[config.mk]
export PLATFORM = sky130hd
export DESIGN_NAME = fsr_errreg_top
export DESIGN_NICKNAME = d
export VERILOG_FILES = /design/src/rtl/fsr_pkg.sv /design/src/rtl/fsr_bus_decode.sv /design/src/rtl/fsr_key_guard.sv /design/src/rtl/fsr_flag_bank.sv /design/src/rtl/fsr_errreg_top.sv
export SDC_FILE = /design/constraint.sdc
export NUM_CORES = 1
export LEC_CHECK = 0
export ABC_AREA = 1
export BUFFER_PORTS_ARGS = -buffer_cell sky130_fd_sc_hd__buf_2
export CELL_PAD_IN_SITES_DETAIL_PLACEMENT = 1
export CELL_PAD_IN_SITES_GLOBAL_PLACEMENT = 2
export CORE_ASPECT_RATIO = 1.4
export CORE_MARGIN = 2
export CORE_UTILIZATION = 23
export DETAILED_ROUTE_END_ITERATION = 8
export GPL_TIMING_DRIVEN = 0
export PLACE_DENSITY = 0.8
export SKIP_LAST_GASP = 1
export SLEW_MARGIN = 10
export SYNTH_ARGS = -nofsm -noshare
export SYNTH_HDL_FRONTEND = slang
export SYNTH_SLANG_ARGS = --single-unit
[constraint.sdc]
create_clock -name clk -period 1.8 [get_ports clk]
set_input_delay 0.09 -clock clk [delete_from_list [all_inputs] [get_ports clk]]
set_output_delay 0.09 -clock clk [all_outputs]
set_load 0.05 [all_outputs]
[src/rtl/fsr_pkg.sv]
package fsr_pkg;

    typedef enum logic [1:0] {
        MODE_NONE = 2'd0,
        MODE_CLR  = 2'd1,
        MODE_SET  = 2'd2
    } fsr_mode_e;

    typedef enum logic [2:0] {
        ACC_IDLE   = 3'd0,
        ACC_RD_ERR = 3'd1,
        ACC_RD_KEY = 3'd2,
        ACC_WR_ERR = 3'd3,
        ACC_WR_KEY = 3'd4,
        ACC_BAD    = 3'd5
    } fsr_acc_e;

endpackage

[src/rtl/fsr_bus_decode.sv]
module fsr_bus_decode
    import fsr_pkg::*;
#(
    parameter int ADDR_W  = 4,
    parameter int ERR_OFS = 0,
    parameter int KEY_OFS = 4
) (
    input  logic              rd,
    input  logic              wr,
    input  logic [ADDR_W-1:0] addr,
    output fsr_acc_e          acc
);
    localparam logic [ADDR_W-1:0] ERR_A = ADDR_W'(ERR_OFS);
    localparam logic [ADDR_W-1:0] KEY_A = ADDR_W'(KEY_OFS);

    always_comb begin
        acc = ACC_IDLE;
        if (rd && wr) begin
            acc = ACC_BAD;
        end else if (rd) begin
            if (addr == ERR_A)      acc = ACC_RD_ERR;
            else if (addr == KEY_A) acc = ACC_RD_KEY;
            else                    acc = ACC_BAD;
        end else if (wr) begin
            if (addr == ERR_A)      acc = ACC_WR_ERR;
            else if (addr == KEY_A) acc = ACC_WR_KEY;
            else                    acc = ACC_BAD;
        end
    end
endmodule

[src/rtl/fsr_key_guard.sv]
module fsr_key_guard
    import fsr_pkg::*;
#(
    parameter int          DATA_W  = 32,
    parameter int          TIMEOUT = 8,
    parameter logic [31:0] KEY_CLR = 32'h5AF0_0FA5,
    parameter logic [31:0] KEY_SET = 32'hA50F_F05A
) (
    input  logic              clk,
    input  logic              rst_n,
    input  fsr_acc_e          acc,
    input  logic [DATA_W-1:0] wdata,
    output fsr_mode_e         mode,
    output logic              wr_ok,
    output logic              key_bad
);
    localparam int CNT_W = $clog2(TIMEOUT + 1);
    localparam logic [CNT_W-1:0] CNT_LOAD = CNT_W'(TIMEOUT - 1);

    typedef struct packed {
        fsr_mode_e        mode;
        logic [CNT_W-1:0] cnt;
    } guard_t;

    guard_t st_d, st_q;
    logic   is_clr_key, is_set_key;

    always_comb begin
        st_d       = st_q;
        is_clr_key = (wdata[31:0] == KEY_CLR);
        is_set_key = (wdata[31:0] == KEY_SET);
        key_bad    = (acc == ACC_WR_KEY) && !is_clr_key && !is_set_key;
        wr_ok      = (acc == ACC_WR_ERR) && (st_q.mode != MODE_NONE);

        if (acc == ACC_BAD || key_bad) begin
            st_d.mode = MODE_NONE;
            st_d.cnt  = '0;
        end else if (acc == ACC_WR_KEY) begin
            st_d.mode = is_clr_key ? MODE_CLR : MODE_SET;
            st_d.cnt  = CNT_LOAD;
        end else if (acc == ACC_WR_ERR) begin
            st_d.mode = MODE_NONE;
            st_d.cnt  = '0;
        end else if (st_q.mode != MODE_NONE) begin
            if (st_q.cnt == '0) st_d.mode = MODE_NONE;
            else                st_d.cnt  = st_q.cnt - 1'b1;
        end
    end

    always_ff @(posedge clk or negedge rst_n) begin
        if (!rst_n) begin
            st_q.mode <= MODE_NONE;
            st_q.cnt  <= '0;
        end else begin
            st_q <= st_d;
        end
    end

    assign mode = st_q.mode;


    bad_key_drop_chk: assert property (@(posedge clk) disable iff (!rst_n)
        key_bad |=> (mode == MODE_NONE));


    key_consumed_chk: assert property (@(posedge clk) disable iff (!rst_n)
        wr_ok |=> (mode == MODE_NONE));


    key_lapse_chk: assert property (@(posedge clk) disable iff (!rst_n)
        (mode != MODE_NONE && st_q.cnt == '0 && acc == ACC_IDLE) |=> (mode == MODE_NONE));


    mode_legal_chk: assert property (@(posedge clk) disable iff (!rst_n)
        (mode == MODE_NONE || mode == MODE_CLR || mode == MODE_SET));
endmodule

[src/rtl/fsr_flag_bank.sv]
module fsr_flag_bank #(
    parameter int FLAG_W = 6
) (
    input  logic              clk,
    input  logic              rst_n,
    input  logic [FLAG_W-1:0] hw_set,
    input  logic [FLAG_W-1:0] clr_mask,
    input  logic [FLAG_W-1:0] set_mask,
    output logic [FLAG_W-1:0] flags
);
    typedef struct packed {
        logic [FLAG_W-1:0] bits;
    } bank_t;

    bank_t             bank_d, bank_q;
    logic [FLAG_W-1:0] nxt;

    for (genvar i = 0; i < FLAG_W; i++) begin : g_flag
        always_comb begin
            nxt[i] = bank_q.bits[i];
            if (clr_mask[i])                nxt[i] = 1'b0;
            if (set_mask[i] || hw_set[i])   nxt[i] = 1'b1;
        end


        flag_hold_chk: assert property (@(posedge clk) disable iff (!rst_n)
            (bank_q.bits[i] && !clr_mask[i]) |=> bank_q.bits[i]);


        hw_set_chk: assert property (@(posedge clk) disable iff (!rst_n)
            hw_set[i] |=> bank_q.bits[i]);
    end

    always_comb begin
        bank_d.bits = nxt;
    end

    always_ff @(posedge clk or negedge rst_n) begin
        if (!rst_n) bank_q.bits <= '0;
        else        bank_q      <= bank_d;
    end

    assign flags = bank_q.bits;
endmodule

[src/rtl/fsr_errreg_top.sv]
module fsr_errreg_top
    import fsr_pkg::*;
#(
    parameter int          FLAG_W  = 6,
    parameter int          DATA_W  = 32,
    parameter int          ADDR_W  = 4,
    parameter int          ERR_OFS = 0,
    parameter int          KEY_OFS = 4,
    parameter int          TIMEOUT = 8,
    parameter logic [31:0] KEY_CLR = 32'h5AF0_0FA5,
    parameter logic [31:0] KEY_SET = 32'hA50F_F05A
) (
    input  logic              clk,
    input  logic              rst_n,
    input  logic [FLAG_W-1:0] hw_set,
    input  logic              bus_rd,
    input  logic              bus_wr,
    input  logic [ADDR_W-1:0] bus_addr,
    input  logic [DATA_W-1:0] bus_wdata,
    output logic [DATA_W-1:0] bus_rdata,
    output logic              bus_err
);
    typedef struct packed {
        logic [DATA_W-1:0] rdata;
        logic              err;
    } rsp_t;

    fsr_acc_e          acc;
    fsr_mode_e         mode;
    logic              wr_ok, key_bad;
    logic [FLAG_W-1:0] flags, clr_mask, set_mask;
    rsp_t              rsp_d, rsp_q;

    fsr_bus_decode #(
        .ADDR_W (ADDR_W),
        .ERR_OFS(ERR_OFS),
        .KEY_OFS(KEY_OFS)
    ) u_dec (
        .rd  (bus_rd),
        .wr  (bus_wr),
        .addr(bus_addr),
        .acc (acc)
    );

    fsr_key_guard #(
        .DATA_W (DATA_W),
        .TIMEOUT(TIMEOUT),
        .KEY_CLR(KEY_CLR),
        .KEY_SET(KEY_SET)
    ) u_guard (
        .clk    (clk),
        .rst_n  (rst_n),
        .acc    (acc),
        .wdata  (bus_wdata),
        .mode   (mode),
        .wr_ok  (wr_ok),
        .key_bad(key_bad)
    );

    always_comb begin
        clr_mask = '0;
        set_mask = '0;
        if (wr_ok && mode == MODE_CLR) clr_mask = bus_wdata[FLAG_W-1:0];
        if (wr_ok && mode == MODE_SET) set_mask = bus_wdata[FLAG_W-1:0];
    end

    fsr_flag_bank #(
        .FLAG_W(FLAG_W)
    ) u_bank (
        .clk     (clk),
        .rst_n   (rst_n),
        .hw_set  (hw_set),
        .clr_mask(clr_mask),
        .set_mask(set_mask),
        .flags   (flags)
    );

    always_comb begin
        rsp_d.rdata = '0;
        rsp_d.err   = (acc == ACC_BAD) || key_bad ||
                      (acc == ACC_WR_ERR && !wr_ok);
        if (acc == ACC_RD_ERR) rsp_d.rdata = {{(DATA_W-FLAG_W){1'b0}}, flags};
        if (acc == ACC_RD_KEY) rsp_d.rdata = {{(DATA_W-2){1'b0}}, mode};
    end

    always_ff @(posedge clk or negedge rst_n) begin
        if (!rst_n) begin
            rsp_q.rdata <= '0;
            rsp_q.err   <= 1'b0;
        end else begin
            rsp_q <= rsp_d;
        end
    end

    assign bus_rdata = rsp_q.rdata;
    assign bus_err   = rsp_q.err;


    unkeyed_write_err_chk: assert property (@(posedge clk) disable iff (!rst_n)
        (bus_wr && !bus_rd && bus_addr == ADDR_W'(ERR_OFS) && mode == MODE_NONE)
        |=> bus_err);


    unkeyed_flags_stable_chk: assert property (@(posedge clk) disable iff (!rst_n)
        (mode == MODE_NONE && hw_set == '0) |=> $stable(flags));


    bad_access_drop_chk: assert property (@(posedge clk) disable iff (!rst_n)
        (bus_rd && bus_wr) |=> (bus_err && mode == MODE_NONE));
endmodule

==> flow_metrics.py <==
metrics = {
    "synthesis": {
        "synth_top_family_by_area": "simple AND/OR/NAND/NOR gates",
        "yosysWarningCount": 0,
        "synth_area_per_cell_um2": 6.90,
        "synthTopCellsByCount": "nand2_1, inv_1, nor2_1",
        "synthSimpleGateAreaFrac_pct": 36.9,
        "postSynth.asyncResetShare_pct": 100,
        "netlist_area_um2": 1590,
        "synth_top_cell_by_area": "dfrtp_1",
        "synthAdderAreaFrac_pct": 1.57,
        "synth-seq-area-share_pct": 29.8,
        "synthFlopType": "dfrtp_1",
        "synthTopCellsByArea": "dfrtp_1, nand2_1, buf_4",
        "synth-seq-cells": 19,
        "synth_mux_area_share_pct": 0,
        "synth_xor_area_share_pct": 1.10,
        "synth_edf_count": 0,
        "synth.distinct_cells": 29,
        "synth_most_common_cell": "nand2_1",
        "synth_compound_area_share_pct": 7.30,
        "synth_top_area_share_pct": 29.8,
        "netlist_instances": 231,
    },
    "floorplanning": {
        "num_rows": 35,
        "num_io_pins": 79,
        "die_x_um": 74.4,
        "coreArea_um2": 6660,
        "start_util_pct": 23.9,
        "die_h_um": 103,
        "die_area_um2": 7620,
    },
    "clocking": {
        "clk_latency_ns": 0.26,
        "post_cts_buffers": 0,
        "clock-sinks": 19,
        "cts-root-buf": "clkbuf_8",
        "path_clk_slew_ns": 0.08,
        "cts_buffer_depth": 2,
        "cts_resized": 0,
        "numCtsBuffers": 3,
        "cts_tree": "yes",
        "h-tree-depth": 1,
    },
    "critical_path": {
        "path_buf_inv": 2,
        "critPathCaptureType": "register",
        "max_stage_delay_ns": 0.41,
        "path_cells": "inv_1 > ha_1 > nand2_1 > nand2_1 > nand2_1 > inv_1 > nand4_1 > nand2_1 > nand2_1",
        "startpoint_type": "register",
        "cp_max_fo": 3,
        "crit_type": "register to register",
        "cp_top_family": "simple AND/OR/NAND/NOR gates",
        "required_ns": 1.95,
        "path_common_cell": "nand2_1",
        "cp.arrival_ns": 1.61,
        "slowest_stage": "dfrtp_1",
    },
    "sta": {
        "drv_slew": 0,
        "setup_violations": 0,
        "final_hold_viol_count": 0,
        "finalCritPeriodShare_pct": 81.2,
        "rsz0062_at_grt": "false",
        "layout_setup_ws_ns": 0.338,
        "final.setup.tns_ns": 0,
        "timing.fmax_mhz": 684,
        "fin_worst_skew_ns": 0.00729,
        "layout_min_cycle_time_ns": 1.46,
    },
    "finish": {
        "layout-drive-gt1-share_pct": 35.8,
        "diodes": 0,
        "final-seq-area_um2": 475,
        "multi_input_area_um2": 845,
        "fin_nets": 362,
        "num-fill-cells": 903,
        "area_delta_synth_final_pct": 33.1,
        "fin_cells": 405,
    },
    "placement": {
        "dp_slack_ns": 0.336,
        "gp_congestion": 0.772,
        "placedCellCount": 400,
        "port_buffers": 52,
        "dp_hpwl_mm": 3.34,
    },
    "flow_run": {
        "drv_cap": 0,
    },
    "routing": {
        "viasPerCell": 3.88,
        "vias": 1572,
        "finalWirelength_mm": 3.82,
        "dr.pass1.iters": 4,
        "ant_nets": 0,
        "wl_per_cell_um": 9.43,
        "initialDrtViolationCount": 39,
        "drc": 0,
    },
    "global_route": {
        "grt_pass1_vias": 1638,
        "grt_remaining_overflow": 0,
        "grt_pass1_wl_mm": 6.57,
        "antenna_found_initial": 0,
        "grt_start_max_net_pins": 20,
        "grtUsageTotal_pct": 10.7,
    },
    "power": {
        "vdd_drop_max_v": 0.000188,
        "cellPowerDensity_nw_per_um2": 587,
        "p_leak_nw": 1.24,
    },
    "worst_hold_path": {
        "min_path_type": "input port to register",
    },
    "run_status": {
        "status": "completed",
    },
}
## state kept, by name, indices dropped and copies added, names as in the netlist
| name | count |
|---|---|
| bus_rdata | 6 |
| u_bank.flags | 6 |
| u_guard.st_q | 4 |
| u_guard.mode | 2 |
| bus_err | 1 |
## metrics by stage
step | cell area (um2) | power [mW] | utilization (%) | hold slack, ns
after global placement | 2060 | 0.938 | 31.0 | 0.0603
after global routing | 2120 | 1.34 | 31.9 | 0.0533
after detailed placement | 2060 | 0.942 | 31.0 | 0.0743
after CTS | 2120 | 1.26 | 31.9 | 0.0335
final | 2120 | 1.24 | 31.9 | 0.0388
after floorplan | 1690 | 0.831 | - | -0.206
## logic make-up (layout without fill, tap and decap cells)
kind of cell | after synthesis | after routing
fa+ha+maj | 2 | 2
compound gates | 19 | 19
flops | 19 | 19
xor+xnor | 2 | 2
other cells | 1 | 26
buf+inv | 72 | 129
simple gates | 116 | 116
## path summary, 6_finish.rpt
| path | to | from | slack (ns) | depth (start not counted) |
|---|---|---|---|---|
| setup / recovery | u_guard.st_q[1] | u_guard.st_q[0] | 0.34 | 9 |
| hold / removal | u_bank.flags[2] | hw_set[2] | 0.04 | 3 |
| setup reg to reg | u_guard.st_q[1] | u_guard.st_q[0] | 0.34 | 9 |
| hold reg to reg | bus_rdata[2] | u_bank.flags[2] | 0.51 | 2 |
| max in group asynchronous | bus_err | rst_n | 1.17 | 2 |
| min in group asynchronous | bus_rdata[5] | rst_n | 0.31 | 2 |
## tightest hold or removal path: cells and delay by family
kind	cells	cell delay [ns]
buffers and inverters	2	0.10
AO/OA/AOI/OAI	1	0.07
## power breakdown
part	total [mW]	internal [mW]	switching (mW)	leakage [nW]
logic	0.457	0.160	0.297	0.986
clock network	0.310	0.156	0.154	0.0217
registers	0.478	0.452	0.0264	0.228
## final cells by class
type	instances	area share, %
Multi-Input combinational cell	165	39.8
Sequential cell	19	22.4
Buffer	26	9.20
Timing Repair Buffer	53	12.7
Tap cell	92	5.42
Inverter	46	8.14
Clock buffer	3	1.95
Clock inverter	1	0.354
## layer usage
metal	global-route usage, %	share of wire (%)	wire length (um)	up-vias
li1	-	-	-	815
met1	12.2	40	1540	699
met2	19.6	51	1960	54
met3	1.86	6.9	265	4
met4	3.71	1.4	55	0
met5	0	0	0	-
## placed cells by master (no fill, tap or decap), drive strengths merged
cell type	netlist	layout
nand2	56	56
xnor2	1	1
clkbuf	0	3
nor3	1	1
inv	46	46
o22ai	2	2
dlygate4sd3	0	1
buf	26	78
conb	1	26
nor2b	1	1
clkinvlp	0	1
ha	2	2
xor2	1	1
nor4	1	1
o21ai	9	9
dfrtp	19	19
nand4	4	4
nand3	15	15
nor2	38	38
a21oi	2	2
o211ai	6	6
## timing repair
item	CTS	global route
hold buffers	1	0
endpoints found under the setup margin	0	0
endpoints found under the hold margin	19	0
(Power assumes the default switching activity.)
